### config.mk
export PLATFORM = sky130hd
export DESIGN_NAME = adc_word_formatter
export DESIGN_NICKNAME = d
export VERILOG_FILES = /design/src/rtl/afmt_pkg.sv /design/src/rtl/afmt_clamp.sv /design/src/rtl/afmt_outreg.sv /design/src/rtl/afmt_drive.sv /design/src/rtl/adc_word_formatter.sv
export SDC_FILE = /design/constraint.sdc
export NUM_CORES = 1
export LEC_CHECK = 0
export BUFFER_PORTS_ARGS = -buffer_cell sky130_fd_sc_hd__buf_2
export CAP_MARGIN = 20
export CORE_AREA = 2 2 39 41
export DETAILED_ROUTE_END_ITERATION = 8
export DIE_AREA = 0 0 41 43
export GPL_ROUTABILITY_DRIVEN = 0
export PLACE_DENSITY_LB_ADDON = 0.12
export SLEW_MARGIN = 20
export SYNTH_ARGS = -nofsm -noshare
export SYNTH_HDL_FRONTEND = slang
export SYNTH_SLANG_ARGS = --single-unit
### constraint.sdc
create_clock -name clk -period 0.8 [get_ports clk]
set_input_delay 0.04 -clock clk [delete_from_list [all_inputs] [get_ports clk]]
set_output_delay 0.04 -clock clk [all_outputs]
set_load 0.05 [all_outputs]
### src/rtl/afmt_pkg.sv
package afmt_pkg;
   // Result of the clamp stage, ahead of the output registers
   typedef struct packed {
      logic       ovr;
      logic [7:0] code;
   } afmt_word8_t;

   function automatic logic is_above_fs(input logic top_bit);
      return top_bit;
   endfunction
endpackage

### src/rtl/afmt_clamp.sv
module afmt_clamp #(
   parameter int RES_W = 8
) (
   input  logic [RES_W:0]   result_i,
   output logic [RES_W-1:0] code_o,
   output logic             ovr_o
);
   import afmt_pkg::*;

   localparam logic [RES_W-1:0] FULL_SCALE = {RES_W{1'b1}};

   logic above_fs;

   always_comb begin
      above_fs = is_above_fs(result_i[RES_W]);
      ovr_o    = above_fs;
      if (above_fs) begin
         code_o = FULL_SCALE;
      end else begin
         code_o = result_i[RES_W-1:0];
      end
   end
endmodule

### src/rtl/afmt_outreg.sv
module afmt_outreg #(
   parameter int RES_W = 8
) (
   input  logic             clk,
   input  logic             rst_n,
   input  logic             load_i,
   input  logic [RES_W-1:0] code_i,
   input  logic             ovr_i,
   output logic [RES_W-1:0] code_q,
   output logic             ovr_q,
   output logic             dvalid_q
);
   localparam logic [RES_W-1:0] ALL_ONES = {RES_W{1'b1}};

   always_ff @(posedge clk or negedge rst_n) begin
      if (!rst_n) begin
         code_q   <= '0;
         ovr_q    <= 1'b0;
         dvalid_q <= 1'b0;
      end else begin
         dvalid_q <= load_i;
         if (load_i) begin
            code_q <= code_i;
            ovr_q  <= ovr_i;
         end
      end
   end

   // a raised flag always comes with a saturated code
   assert_ovr_saturates_R3: assert property (@(posedge clk) disable iff (!rst_n)
      ovr_q |-> (code_q == ALL_ONES));

   // no strobe, no change
   assert_hold_without_strobe_R4: assert property (@(posedge clk) disable iff (!rst_n)
      !load_i |=> ($stable(code_q) && $stable(ovr_q)));

   // data-valid follows the strobe by one edge
   assert_dvalid_after_strobe_R5: assert property (@(posedge clk) disable iff (!rst_n)
      load_i |=> dvalid_q);
   assert_dvalid_quiet_R5: assert property (@(posedge clk) disable iff (!rst_n)
      !load_i |=> !dvalid_q);
endmodule

### src/rtl/afmt_drive.sv
module afmt_drive #(
   parameter bit OE_REG = 1'b0
) (
   input  logic clk,
   input  logic rst_n,
   input  logic out_en_n,
   output logic drive_en
);
   generate
      if (OE_REG) begin : g_reg_oe
         logic oe_q;
         always_ff @(posedge clk or negedge rst_n) begin
            if (!rst_n) oe_q <= 1'b0;
            else        oe_q <= !out_en_n;
         end
         assign drive_en = oe_q;
      end else begin : g_comb_oe
         assign drive_en = !out_en_n;
      end
   endgenerate
endmodule

### src/rtl/adc_word_formatter.sv
module adc_word_formatter #(
   parameter int RES_W  = 8,
   parameter bit OE_REG = 1'b0
) (
   input  logic             clk,
   input  logic             rst_n,
   input  logic [RES_W:0]   conv_result,
   input  logic             conv_strobe,
   input  logic             out_en_n,
   output logic [RES_W-1:0] code_o,
   output logic             ovr_o,
   output logic             dvalid_o,
   output logic             drive_en_o
);
   localparam int RESULT_W = RES_W + 1;

   generate
      if (RES_W < 2 || RES_W > 16) begin : g_bad_width
         $error("adc_word_formatter: RES_W must lie in 2..16");
      end
   endgenerate

   logic [RES_W-1:0] clamp_code;
   logic             clamp_ovr;
   logic [RESULT_W-1:0] result_w;

   assign result_w = conv_result;

   afmt_clamp #(.RES_W(RES_W)) u_clamp (
      .result_i (result_w),
      .code_o   (clamp_code),
      .ovr_o    (clamp_ovr)
   );

   afmt_outreg #(.RES_W(RES_W)) u_outreg (
      .clk      (clk),
      .rst_n    (rst_n),
      .load_i   (conv_strobe),
      .code_i   (clamp_code),
      .ovr_i    (clamp_ovr),
      .code_q   (code_o),
      .ovr_q    (ovr_o),
      .dvalid_q (dvalid_o)
   );

   afmt_drive #(.OE_REG(OE_REG)) u_drive (
      .clk      (clk),
      .rst_n    (rst_n),
      .out_en_n (out_en_n),
      .drive_en (drive_en_o)
   );

   // an above-full-scale result taken on a strobe raises the flag
   assert_flag_on_over_R2: assert property (@(posedge clk) disable iff (!rst_n)
      (conv_strobe && conv_result[RES_W]) |=> ovr_o);

   // an in-range result taken on a strobe leaves the flag low
   assert_flag_clear_in_range_R1: assert property (@(posedge clk) disable iff (!rst_n)
      (conv_strobe && !conv_result[RES_W]) |=> !ovr_o);
endmodule

==> key figures, run 1 <==
Worst setup path
  – CP Buf/Inv Count: 1
  – Worst r2r src: u_outreg.ovr_q
  – Kind of critical path: flop to primary output
  – Crit Path Max Fanout: 2
  – Reg2Reg Setup Slack: ~20 ps
  – Reg2reg end: u_outreg.ovr_q
  – Worst R2R Path Depth: 1
  – Critical path endpoint category: primary output
  – Max incr delay on CP: 410 ps
  – CP max-delay cell: dfrtp_2
  – Critical path data arrival time: 830 ps
  – Crit path launch type: flop
  – Required time of the critical path: 760 ps
  – Critical path's top delay family: flip-flops
  – Cells along the critical path: buf_6

Logic synthesis
  – Syn Inst Count: 30
  – Post-Syn Area per Cell: 12.8 um^2
  – Top cells by area, synth: dfrtp_1 (65%), a21oi_2 (9.2%), o22a_1 (9.2%), nor2_1 (7.8%), buf_6 (2.9%)
  – Count leader, synth: dfrtp_1
  – Part of the Yosys area used for sequential elements: 0.654
  – Synth Flop Type: dfrtp_1
  – Most instantiated cells after synthesis: dfrtp_1 (10), nor2_1 (8), a21oi_2 (4), o22a_1 (4)
  – Synth Warn #: 0
  – Synth unique cells: 8
  – Ys async rst share: 1.00
  – Post-Syn Area: 383 um^2
  – Net count after synthesis: 43
  – Number of flops mapped to enable cells by yosys: 0
  – Largest area contributor in the netlist: dfrtp_1
  – Top-area cell type share of the netlist area: 0.654
  – Flops & latches, synth: 10

Layout
  – Final nets: 76
  – Fillers: 134
  – Area growth syn-to-layout: 74.5%
  – Layout Cell Area excl Fill: 668 um^2
  – # diodes: 0
  – Finished Core Util: 0.483
  – Share of cells above drive strength 1: 0.661
  – Layout Cells excl Fill: 78

Global route
  – GR Overflow Total: 0
  – Total GRT Usage: 0.116
  – Global-route wire length before repair: 1260 um
  – Initial antenna violation count: 0
  – Vias in the first global route: 307
  – Largest net degree at the start of global routing: 11

Routing
  – Final WL: 849 um
  – Drt drc: 0
  – Post-DR vias/cell: between 4 and 5
  – Final ANT Viol Nets: 0
  – 1st-iter DRT viols: 4
  – Vias: 324
  – TritonRoute pass-1 iters: 3
  – Drt wl/cell: 10.9 um

Timing
  – Period utilisation layout: 1.08
  – Setup Skew: 0 ps
  – Worst slew pin tran: 246 ps
  – Final min period: 867 ps
  – Final Hold Vio Count: 0
  – Unrepaired setup endpoints after global routing: yes
  – Final setup margin: -66.7 ps
  – Slew Viols, Final: 0
  – Fmax: between 1 and 1.5 GHz
  – Worst hold slack: between 40 and 50 ps
  – Slew headroom: 0.837
  – Setup TNS Final: -550 ps
  – Final setup fails: 10

Placed design
  – Port Buffers: 23
  – Dpl hpwl: approximately 570 um
  – Dpl cell area: 529 um^2
  – Place WS: 41.1 ps
  – Placed insts: between 60 and 70

Status
  – Outcome: finished, violations left
  – Failing checks: negative setup slack

Clocking
  – CTS root buffer: clkbuf_4
  – Clk pin slew, worst setup/hold paths: roughly 60 ps
  – Clock Sinks: 10
  – Post-CTS Setup Inserts: 0
  – Clock Latency Late Sink: 260 ps
  – Total CTS buffers: 3
  – CTS max path bufs: 2
  – TritonCTS clock tree: yes
  – H-tree levels: 1

Job
  – Max-cap violation count: 0

Floorplan
  – # rows: 14
  – Initial core utilization: 0.277
  – Die width: 41 um
  – Die Y: 43 um
  – # IOs: 24
  – Die area: 1760 um^2
  – Core area: 1380 um^2

Power and ir drop
  – Pwr dens: 1960 nW/um^2
  – Leak: between 0.2 and 0.3 nW
  – Peak VDD IR: 1020 uV
  – Final Power: roughly 1.3 mW

Min path
  – Hold Path Sink: u_outreg.code_q[1]
  – Hold Crit Start: conv_result[1]
  – Hold depth: 3
  – Hold Crit Class: input pin to flop
## routing by layer
metal	vias up	part of all wire	routed length, um	global-route usage
met2	13	0.53	447	0.153
met3	0	0.072	61	0.0942
li1	165	-	-	-
met1	146	0.40	340	0.137
met5	-	0	0	0
met4	0	0	0	0.0400
## power by group
group | total (mW) | internal, mW | switching, mW
Combinational | 0.376 | 0.151 | 0.225
Clock | 0.356 | 0.192 | 0.164
Sequential | 0.580 | 0.552 | 0.0276
Total | 1.31 | 0.896 | 0.417
## area by class of cell
type	instances	area, um^2	share of cell area
Timing Repair Buffer	29	235	0.352
Sequential cell	10	262	0.391
Clock buffer	4	26.3	0.0393
Inverter	1	3.75	0.00562
Tap cell	16	20.0	0.0300
Multi-Input combinational cell	18	121	0.182
## tightest hold or removal path, stage by stage
cell	delay, ps
buf_2	70
nor2_1	40
a21oi_2	110
## flip-flops by register name, summed over array words and instances (netlist names)
signal and cells:
u_outreg.dvalid_q 1, u_outreg.code_q 8, u_outreg.ovr_q 1
## cell usage in the layout (no fill, tap or decap)
master / netlist / final
buf_2: 0 / 13
buf_6: 1 / 10
dfrtp_2: 0 / 9
nor2_1: 8 / 8
dlygate4sd3_1: 0 / 5
o22a_1: 4 / 4
a21oi_2: 4 / 4
clkbuf_4: 0 / 3
inv_1: 1 / 1
nand2b_1: 1 / 1
mux2_4: 0 / 1
clkbuf_1: 0 / 1
buf_4: 0 / 1
dfrtp_1: 10 / 1
## repair_timing
item,in CTS,in global routing
hold buffers,5,0
hold endpoints to repair,14,0
setup endpoints to repair,10,11
gates resized for setup,20,0
## worst max path at each step
stage	start	cells past startpoint	endpoint	slack (ps)
after floorplan	u_outreg.ovr_q	1	u_outreg.ovr_q	-110
after detailed placement	u_outreg.ovr_q	1	u_outreg.ovr_q	40
after CTS	u_outreg.code_q[4]	1	code_o[4]	-90
after global placement	u_outreg.ovr_q	1	u_outreg.ovr_q	40
final	u_outreg.code_q[4]	1	code_o[4]	-70
after global routing	u_outreg.code_q[4]	1	code_o[4]	-110
## logic make-up (layout without fill, tap and decap cells)
logic type             after synthesis  in the layout  synth area share
buffers and inverters                2             34            0.0392
flip-flops                          10             10             0.654
AO/OA/AOI/OAI                        8              8             0.183
AND/OR/NAND/NOR                      9              9            0.0948
multiplexers                         1              1            0.0294
(Power assumes the default switching activity.)
==> run 2: changes to the inputs <==
--- a/config.mk
+++ b/config.mk
@@ -7,9 +7,9 @@
 export LEC_CHECK = 0
 export BUFFER_PORTS_ARGS = -buffer_cell sky130_fd_sc_hd__buf_2
 export CAP_MARGIN = 20
-export CORE_AREA = 2 2 39 41
+export CORE_AREA = 8 8 45 47
 export DETAILED_ROUTE_END_ITERATION = 8
-export DIE_AREA = 0 0 41 43
+export DIE_AREA = 0 0 53 55
 export GPL_ROUTABILITY_DRIVEN = 0
 export PLACE_DENSITY_LB_ADDON = 0.12
 export SLEW_MARGIN = 20
==> constraint.sdc (replaced) <==
create_clock -name clk -period 0.9 [get_ports clk]
set_input_delay 0.045 -clock clk [delete_from_list [all_inputs] [get_ports clk]]
set_output_delay 0.045 -clock clk [all_outputs]
set_load 0.05 [all_outputs]
==> key figures, run 2 (synthesis results as in run 1) <==
Layout
  – Biggest register: u_outreg.code_q
  – Share of cells above drive strength 1: 0.621
  – Most frequent cells in the layout: buf_2 (13), nor2_1 (8), buf_6 (6)
  – Layout Cell Area excl Fill: about 600 um^2
  – Top Registers: u_outreg.code_q (8), u_outreg.dvalid_q (1), u_outreg.ovr_q (1)
  – Final nets: 72
  – Finished Core Util: 0.437
  – Fillers: 137
  – # diodes: 0
  – Area growth syn-to-layout: 57.8%
  – Most common cell after layout, fill and taps aside: buf_2
  – Layout Cells excl Fill: 74
  – Max reg flops: 8

Global route
  – Vias in the first global route: ~340
  – GR Overflow Total: 0
  – Largest net degree at the start of global routing: 11
  – Initial antenna violation count: 0
  – Total GRT Usage: 0.0739
  – Global-route wire length before repair: 1540 um

Timing
  – Setup Skew: 0 ps
  – Slew headroom: 0.834
  – Worst hold slack: 8.91 ps
  – Unrepaired setup endpoints after global routing: no
  – Final setup margin: between 30 and 40 ps
  – Final min period: 867 ps
  – Setup TNS Final: 0 ps
  – Slew Viols, Final: 0
  – Period utilisation layout: 0.963
  – Final Hold Vio Count: 0
  – Worst slew pin tran: 250 ps
  – Final setup fails: 0
  – Fmax: 1.15 GHz

Power and ir drop
  – Int Pwr: 0.769 mW
  – Leak: 0.272 nW
  – Switching Power: 0.360 mW
  – Sw Ratio: 0.319
  – Pwr dens: 1870 nW/um^2
  – Share of power burned in the clock network: 0.273
  – Peak VDD IR: 1040 uV
  – Final Power: 1.13 mW
  – Power share of the combinational group: 0.276
  – Flop pwr share: 0.451

Job
  – Max-cap violation count: 0

Worst setup path
  – Critical path endpoint category: primary output
  – Critical path data arrival time: 820 ps
  – CP max-delay cell: dfrtp_2
  – Critical path's top delay family: flip-flops
  – Cells along the critical path: buf_6
  – Critical path origin: u_outreg.code_q[6]
  – Max incr delay on CP: between 400 and 500 ps
  – Required time of the critical path: 850 ps
  – Worst r2r src: u_outreg.ovr_q
  – CP Buf/Inv Count: 1
  – Kind of critical path: flop to primary output
  – Crit path launch type: flop
  – Crit Path Max Fanout: 2

Clocking
  – Clock Sinks: 10
  – CTS max path bufs: 2
  – Total CTS buffers: 3
  – Clk pin slew, worst setup/hold paths: 70 ps
  – Post-CTS Setup Inserts: 0
  – CTS root buffer: clkbuf_4
  – Clock Latency Late Sink: approximately 250 ps
  – H-tree levels: 1
  – TritonCTS clock tree: yes

Routing
  – Final WL: 956 um
  – Final ANT Viol Nets: 0
  – Vias: approximately 330
  – TritonRoute pass-1 iters: 2
  – Drt wl/cell: 12.9 um
  – Post-DR vias/cell: about 4.5
  – 1st-iter DRT viols: 5
  – Drt drc: 0

Placed design
  – Dpl hpwl: between 700 and 800 um
  – Dpl cell area: 520 um^2
  – Placed insts: between 60 and 70
  – Place WS: between 100 and 150 ps
  – Port Buffers: 23

Floorplan
  – # IOs: 24
  – Core area: 1380 um^2
  – Die Y: 55 um
  – Die area: between 2000 and 3000 um^2
  – # rows: 14
  – Initial core utilization: 0.277
  – Die width: 53 um

Min path
  – Hold Crit Start: conv_result[4]
  – Hold Crit Class: input pin to flop

Status
  – Outcome: finished, final reports clean
[run 2: cell count changes in the layout (fill, tap and decap cells not counted)]
cell / previous run / this run
buf_6: 10 / 6
mux2_4: 1 / 0
dfrtp_2: 9 / 5
buf_4: 1 / 5
dfrtp_1: 1 / 5
dlygate4sd3_1: 5 / 1
mux2_1: 0 / 1
[run 2: timing repair]
item	CTS	global route
hold endpoints to repair	10	0
gates resized for setup	13	4
endpoints found under the setup margin	9	3
hold buffers	1	0
[run 2: final cells by class]
class | count | area [um^2] | area share
Inverter | 1 | 3.75 | 0.00621
Timing Repair Buffer | 25 | 180 | 0.298
Tap cell | 16 | 20.0 | 0.0331
Sequential cell | 10 | 256 | 0.424
Clock buffer | 4 | 26.3 | 0.0435
Multi-Input combinational cell | 18 | 118 | 0.195
[run 2: power by group through the flow]
stage | clock [mW] | sequential, mW | combinational [mW]
6_report | 0.308 | 0.509 | 0.311
5_1_grt | 0.347 | 0.514 | 0.329
4_1_cts | 0.331 | 0.508 | 0.310
3_5_place_dp | 0 | 0.511 | 0.277
3_3_place_gp | 0 | 0.511 | 0.277
2_1_floorplan | 0 | 0.641 | 0.0597
[run 2: path summary, 6_finish.rpt]
check	to	slack (ps)	cells past startpoint
setup / recovery	code_o[6]	30	1
min in group asynchronous	u_outreg.dvalid_q	170	2
hold reg to reg	u_outreg.ovr_q	510	1
setup reg to reg	u_outreg.ovr_q	110	1
hold / removal	u_outreg.code_q[4]	9	2
max in group asynchronous	u_outreg.code_q[3]	510	2
[run 2: metal layers]
layer | vias up | part of all wire | GRT usage
met4 | 0 | 0.013 | 0.0517
li1 | 159 | - | -
met1 | 156 | 0.41 | 0.0810
met2 | 15 | 0.46 | 0.109
met3 | 2 | 0.12 | 0.0374
met5 | - | 0 | 0
